[config.mk]
export PLATFORM = sky130hd
export DESIGN_NAME = ssf_top
export DESIGN_NICKNAME = d
export VERILOG_FILES = /design/src/rtl/ssf_pkg.sv /design/src/rtl/ssf_clip.sv /design/src/rtl/ssf_encode.sv /design/src/rtl/ssf_stage.sv /design/src/rtl/ssf_top.sv
export SDC_FILE = /design/constraint.sdc
export NUM_CORES = 1
export LEC_CHECK = 0
export BUFFER_PORTS_ARGS = -buffer_cell sky130_fd_sc_hd__buf_4
export CAP_MARGIN = 0
export CORE_MARGIN = 2
export CORE_UTILIZATION = 30
export CTS_CLUSTER_SIZE = 20
export DETAILED_ROUTE_END_ITERATION = 8
export MAX_ROUTING_LAYER = met4
export PLACE_DENSITY = 0.51
export SYNTH_ARGS = -nofsm -noshare
export SYNTH_HDL_FRONTEND = slang
export SYNTH_HIERARCHICAL = 1
export SYNTH_SLANG_ARGS = --single-unit
[constraint.sdc]
create_clock -name clk -period 4.4 [get_ports clk]
set_input_delay 1.1 -clock clk [delete_from_list [all_inputs] [get_ports clk]]
set_output_delay 1.1 -clock clk [all_outputs]
set_load 0.03 [all_outputs]
[src/rtl/ssf_pkg.sv]
// Shared types for the symmetric-saturating formatter.
// Assumes: one select bit, 0 meaning two's complement.
package ssf_pkg;
    typedef enum logic {
        FMT_TWOS   = 1'b0,
        FMT_OFFSET = 1'b1
    } fmt_e;
endpackage

[src/rtl/ssf_clip.sv]
// Symmetric clipper: limits a signed IN_W sample to +/-(2^(OUT_W-1)-1).
// Assumes IN_W >= OUT_W >= 2. Purely combinational.
module ssf_clip #(
    parameter int IN_W  = 20,
    parameter int OUT_W = 16
) (
    input  logic signed [IN_W-1:0] sample_i,
    output logic [OUT_W-1:0]       word_o
);
    localparam logic [OUT_W-1:0] TOP_CODE = {1'b0, {(OUT_W-1){1'b1}}};
    localparam logic [OUT_W-1:0] BOT_CODE = {1'b1, {(OUT_W-2){1'b0}}, 1'b1};
    localparam logic [OUT_W-1:0] BAD_CODE = {1'b1, {(OUT_W-1){1'b0}}};

    generate
        if (IN_W > OUT_W) begin : g_wide
            localparam logic signed [IN_W-1:0] POS_LIM =
                {{(IN_W-OUT_W+1){1'b0}}, {(OUT_W-1){1'b1}}};
            localparam logic signed [IN_W-1:0] NEG_LIM = -POS_LIM;
            // Purpose: compare against both limits and pick the clipped word.
            always_comb begin
                if (sample_i > POS_LIM)
                    word_o = TOP_CODE;
                else if (sample_i < NEG_LIM)
                    word_o = BOT_CODE;
                else
                    word_o = sample_i[OUT_W-1:0];
            end
        end else begin : g_same
            // Purpose: only the unpaired minimum code needs replacing.
            always_comb begin
                if (sample_i[OUT_W-1:0] == BAD_CODE)
                    word_o = BOT_CODE;
                else
                    word_o = sample_i[OUT_W-1:0];
            end
        end
    endgenerate
endmodule

[src/rtl/ssf_encode.sv]
// Format encoder: passes the clipped word through, or flips its sign bit
// for offset binary. Assumes the input is already clipped symmetrically.
module ssf_encode
    import ssf_pkg::*;
#(
    parameter int OUT_W = 16
) (
    input  logic [OUT_W-1:0] word_i,
    input  fmt_e             fmt_i,
    output logic [OUT_W-1:0] word_o
);
    // Purpose: toggle the MSB when offset binary is selected.
    always_comb begin
        word_o = {word_i[OUT_W-1] ^ (fmt_i == FMT_OFFSET), word_i[OUT_W-2:0]};
    end
endmodule

[src/rtl/ssf_stage.sv]
// Output register: loads the word on valid, holds it otherwise, and delays
// valid by one clock. Synchronous active-low reset clears both.
module ssf_stage #(
    parameter int OUT_W = 16
) (
    input  logic             clk,
    input  logic             rst_n,
    input  logic             load_i,
    input  logic [OUT_W-1:0] word_i,
    output logic             valid_o,
    output logic [OUT_W-1:0] word_o
);
    // Purpose: register the formatted word and its strobe.
    always_ff @(posedge clk) begin
        if (!rst_n) begin
            valid_o <= 1'b0;
            word_o  <= '0;
        end else begin
            valid_o <= load_i;
            if (load_i)
                word_o <= word_i;
        end
    end
endmodule

[src/rtl/ssf_top.sv]
// Top of the symmetric-saturating formatter: clip, encode, register.
// Assumes fmt_sel and in_sample are meaningful whenever in_valid is high.
module ssf_top
    import ssf_pkg::*;
#(
    parameter int IN_W  = 20,
    parameter int OUT_W = 16
) (
    input  logic                   clk,
    input  logic                   rst_n,
    input  logic                   in_valid,
    input  logic signed [IN_W-1:0] in_sample,
    input  logic                   fmt_sel,
    output logic                   out_valid,
    output logic [OUT_W-1:0]       out_word
);
    logic [OUT_W-1:0] clip_w;
    logic [OUT_W-1:0] enc_w;
    fmt_e             fmt_w;

    // Purpose: map the select pin onto the format type.
    always_comb fmt_w = fmt_e'(fmt_sel);

    ssf_clip #(.IN_W(IN_W), .OUT_W(OUT_W)) u_clip (
        .sample_i (in_sample),
        .word_o   (clip_w)
    );

    ssf_encode #(.OUT_W(OUT_W)) u_enc (
        .word_i (clip_w),
        .fmt_i  (fmt_w),
        .word_o (enc_w)
    );

    ssf_stage #(.OUT_W(OUT_W)) u_stage (
        .clk     (clk),
        .rst_n   (rst_n),
        .load_i  (in_valid),
        .word_i  (enc_w),
        .valid_o (out_valid),
        .word_o  (out_word)
    );
endmodule

Word level (Yosys, flattened, before mapping)
Cells that the tools add are included.

Output and inout port bits: 17. Flip-flop bits (word level): 17. Input port bits: 24. Word-level logic and storage cells: 7.

Mux-type cells: 2. Magnitude comparators: 2. Bitwise operators: 1.

Operator list (number): $mux W16 (2); $gt A20 B16 Y1 const B (1); $lt A20 B16 Y1 const B (1); $xor A1 B1 Y1 (1).

Depth between registers and ports, before layout
Depth in word-level cells: 4. Depth in mapped cells: 8. Gate-level depth less buffers: 5.

By module
The synthesis kept the hierarchy.

By module, submodules not included: ssf_stage (area an instance 643.1 µm², cells an instance 53, instances 1); ssf_clip (area an instance 214.0 µm², cells an instance 31, instances 1); ssf_encode (area an instance 121.4 µm², cells an instance 16, instances 1).

Least setup slack after synthesis
OpenSTA, ideal clock, no wires.

Path type: input to register. From: input in_sample[15]. To: register u_stage.word_o[10]. Arrival time: 2.473 ns. Setup slack: 1.811 ns. Buffers on the path: 3. Setup time: 0.116 ns. Stages: 8. Cells stage by stage: or4_4 and2_0 buf_6 buf_6 o21a_1 buf_4 mux2i_1 nor2b_1.

Word-level cells in the longest chain between the ends: 3. Elaborated cells between the ends (all ways): 4. Classes of those cells: order compare (2); mux (2).

RTL lines: start, declared (line ssf_top.sv:12) `input logic signed [IN_W-1:0] in_sample,`; $lt A20 B16 Y1 (line ssf_clip.sv:23) `else if (sample_i < NEG_LIM)`; $mux W16 (line ssf_clip.sv:23); $mux W16 * (line ssf_clip.sv:21) `if (sample_i > POS_LIM)`; via clip_w[10] (line ssf_top.sv:17) `logic [OUT_W-1:0] clip_w;`; end signal, assigned (line ssf_stage.sv:21) `word_o <= word_i;`; end, declared (line ssf_stage.sv:11) `output logic [OUT_W-1:0] word_o`.

The timed path passes the listed nets; every way through them passes the cells marked *. A chain may end at the register's enable or synchronous reset.

Worst setup path in the final report
From: input in_sample[15]. To: register u_stage.word_o[11].

The elaborated chain is that of the path after synthesis.

==> key figures <==
Status
  – Run status: complete, no violations

Worst setup path
  – CP max FO: 14
  – End of the worst register-to-register path: u_stage/word_o[13]
  – Max stage delay cell, worst path: or4_4
  – Worst reg2reg startpoint: u_stage/word_o[13]
  – Critical Path, Cell by Cell: buf_4, or4_4, and2_0, o21a_1, mux2i_1, nor2b_1
  – Worst endpoint required time: 4.60 ns
  – Worst Reg2Reg Path Length in Cells: 2
  – Crit path arrival time: 2.63 ns
  – Largest incremental delay on the critical path: 0.54 ns
  – Start point of the critical path: in_sample[15]
  – Worst setup SP type: input port
  – Slack of the worst reg-to-reg path: 3.79 ns
  – Start-to-end type of the worst setup path: in2reg
  – Crit path capture type: register

STA
  – Transition at the pin with the smallest max-transition slack: 0.660 ns
  – Hold Vio Cnt, Final: 0
  – Number of max-slew violations in the final report: 0
  – Final worst setup slack: 1.97 ns
  – Total negative setup slack: 0 ns
  – Worst slack on hold paths: 0.526 ns
  – Final worst path period need: 2.43 ns
  – Setup repair after global routing missed its margin: no
  – Achievable clock frequency: 411 MHz
  – Layout Skew: 0 ns
  – Setup Viol. Count Final: 0
  – Crit share post-route: 0.553
  – Relative max-transition margin: 0.560

Synthesis
  – Number of distinct library cells after synthesis: 20
  – Number of enable-type register cells in the synthesized netlist: 0
  – Number of nets in the synthesized netlist: 124
  – Avg Inst Size Synth: 9.78 sq um
  – Area leader, netlist: dfxtp_1
  – Most frequent cell after synthesis: dfxtp_1
  – Register bit total from synthesis: 17
  – Share of the yosys chip area belonging to registers: 0.348
  – Most common flop cell mapped by yosys: dfxtp_1
  – Most instantiated cells after synthesis: dfxtp_1 (17), mux2i_1 (16), nor2b_1 (16)
  – Synthesized area: 978 sq um
  – Count of synthesis-stage warnings from yosys: 6
  – Synth area leaders: dfxtp_1 (35%), mux2i_1 (16%), buf_4 (12%)
  – Area share of the leading cell type in the synthesized netlist: 0.348
  – Async S/R FF share, synth: 0
  – Gate Count Post-Synth: 100

GRT
  – Maximum number of pins on one net before global-route repair: 18
  – Vias in the first global route: 692
  – Antenna violations before repair: 0
  – Global-route total usage across every layer: 0.118
  – Global-route congestion overflow total: 0
  – First-pass GRT wire length: 3110 um

Clock network
  – Number of cells upsized or downsized after cts: 0
  – Number of clock buffers inserted by TritonCTS: 3
  – CTS Hold Bufs: 0
  – Count of buffers added by post-CTS timing repair for setup: 0
  – CTS root buffer: clkbuf_4
  – Clock-pin slew reported for the worst setup and hold paths after clock tree synthesis: 0.10 ns
  – H-Tree Level Count: 1
  – CTS tree: yes
  – Number of sinks handled by clock tree synthesis: 17
  – Clock latency reported for the late side of the worst-skew pair: 0.29 ns
  – Maximum count of clock buffers along a single path: 2

Routing
  – Drt initial violations: 11
  – First-pass iteration count of the detailed router: 4
  – Average detailed-routed wire length per instance: 12.2 um
  – Number of vias per cell: 4.41
  – Drc violations: 0
  – Remaining antenna violation count: 0
  – Wirelength, routed: 2030 um
  – Via count of the routed design: 732

Min path
  – Worst hold path endpoint: u_stage/word_o[15]
  – Hold path depth: 2
  – Path class of the lowest-slack min-delay path: reg2reg
  – Hold Path Origin: u_stage/word_o[15]

Layout
  – Ratio of cells with drive above 1 in the final layout: 0.369
  – Layout Nets: 147
  – Post-Layout Cell Count: 166
  – Post-route standard cell area excluding fillers: 1180 sq um
  – Layout Area Growth over Synthesis: 20.8%
  – Antenna fix cells: 0

Floorplanning
  – Total Die Area: 3730 sq um
  – Die height: 61.1 um
  – Ports: 41
  – Core Footprint: 3080 sq um
  – Die W: 61.1 um
  – Starting density of the core: 0.318
  – Row count: 20

Power
  – Power density over cell area: 290 nW/um^2
  – Worst supply voltage drop on vdd: 189 uV
  – Leakage dissipation: 0.532 nW

Placement
  – Placed Instances: 162
  – Last weighted congestion value of the routability-driven placer: 0.711
  – Post-placement worst setup slack: 1.64 ns
  – Estimated wirelength of the detail-placed design: 1570 um
  – Total of buffers placed on input and output ports: 40
  – Placed cell areas: 1160 sq um

Run
  – Maximum capacitance violations: 0
## cells by family after synthesis
logic type	share of synthesized area
AOI/OAI and AO/OA	0.120
buffers and inverters	0.185
muxes	0.164
DFF	0.348
xor gates and xnor gates	0.00895
and+or+nand+nor	0.174
## per-layer routing
metal,track usage,vias up,share of wire
met5,-,-,0
met4,0.0373,0,0.0030
met3,0.0399,2,0.069
met2,0.176,23,0.48
met1,0.150,336,0.44
li1,-,371,-
## registers in the layout (all words and copies together) (netlist names)
| signal | cells |
|---|---|
| u_stage/word_o | 16 |
| u_stage/valid_o | 1 |
## critical path: cells and delay by family
kind                   cells  cell delay (ns)
AOI/OAI and AO/OA          1             0.28
and+or+nand+nor            3             1.00
buffers and inverters      1             0.11
muxes                      1             0.14
## worst max-delay path by stage
stage                              end  slack, ns  depth (start not counted)
global placement     u_stage/word_o[1]       1.67                          6
global route        u_stage/word_o[10]       1.86                          6
detailed placement  u_stage/word_o[11]       1.64                          6
floorplan           u_stage/word_o[10]       1.81                          8
CTS                  u_stage/word_o[1]       1.96                          6
finish              u_stage/word_o[11]       1.97                          6
## stage by stage
| step | util | total power, W |
|---|---|---|
| global placement | 0.376 | 0.000262 |
| detailed placement | 0.376 | 0.000263 |
| CTS | 0.384 | 0.000348 |
| floorplan | - | 0.000242 |
| finish | 0.384 | 0.000343 |
| global route | 0.384 | 0.000359 |
## placed cells by master, fill, tap and decap left out
cell       n
nand4_1    2
dfxtp_1   17
clkbuf_4   3
nor3_1     2
a211oi_1   1
or4_4      1
o21a_1    14
a21oi_1    1
clkbuf_1   1
mux2i_1   16
buf_4     40
and2_0     1
nand2_1    1
nor2b_1   16
xor2_1     1
inv_1      1
nor4_1     3
and2_2     1
## power by group
group / total (W) / switching, W / leakage [nW] / internal [W]
combinational: 0.0000902 / 0.0000467 / 0.377 / 0.0000435
sequential: 0.000168 / 0.00000498 / 0.140 / 0.000163
clock: 0.0000845 / 0.0000492 / 0.0150 / 0.0000353
## layout make-up
| type | count | area, sq um |
|---|---|---|
| sequential | 17 | 340 |
| clock buffer | 4 | 26.3 |
| tap | 44 | 55.1 |
| inverter | 1 | 3.75 |
| timing repair buffer | 40 | 300 |
| fill | 336 | 1900 |
| multi-input combinational | 60 | 457 |
(Power assumes the default switching activity.)
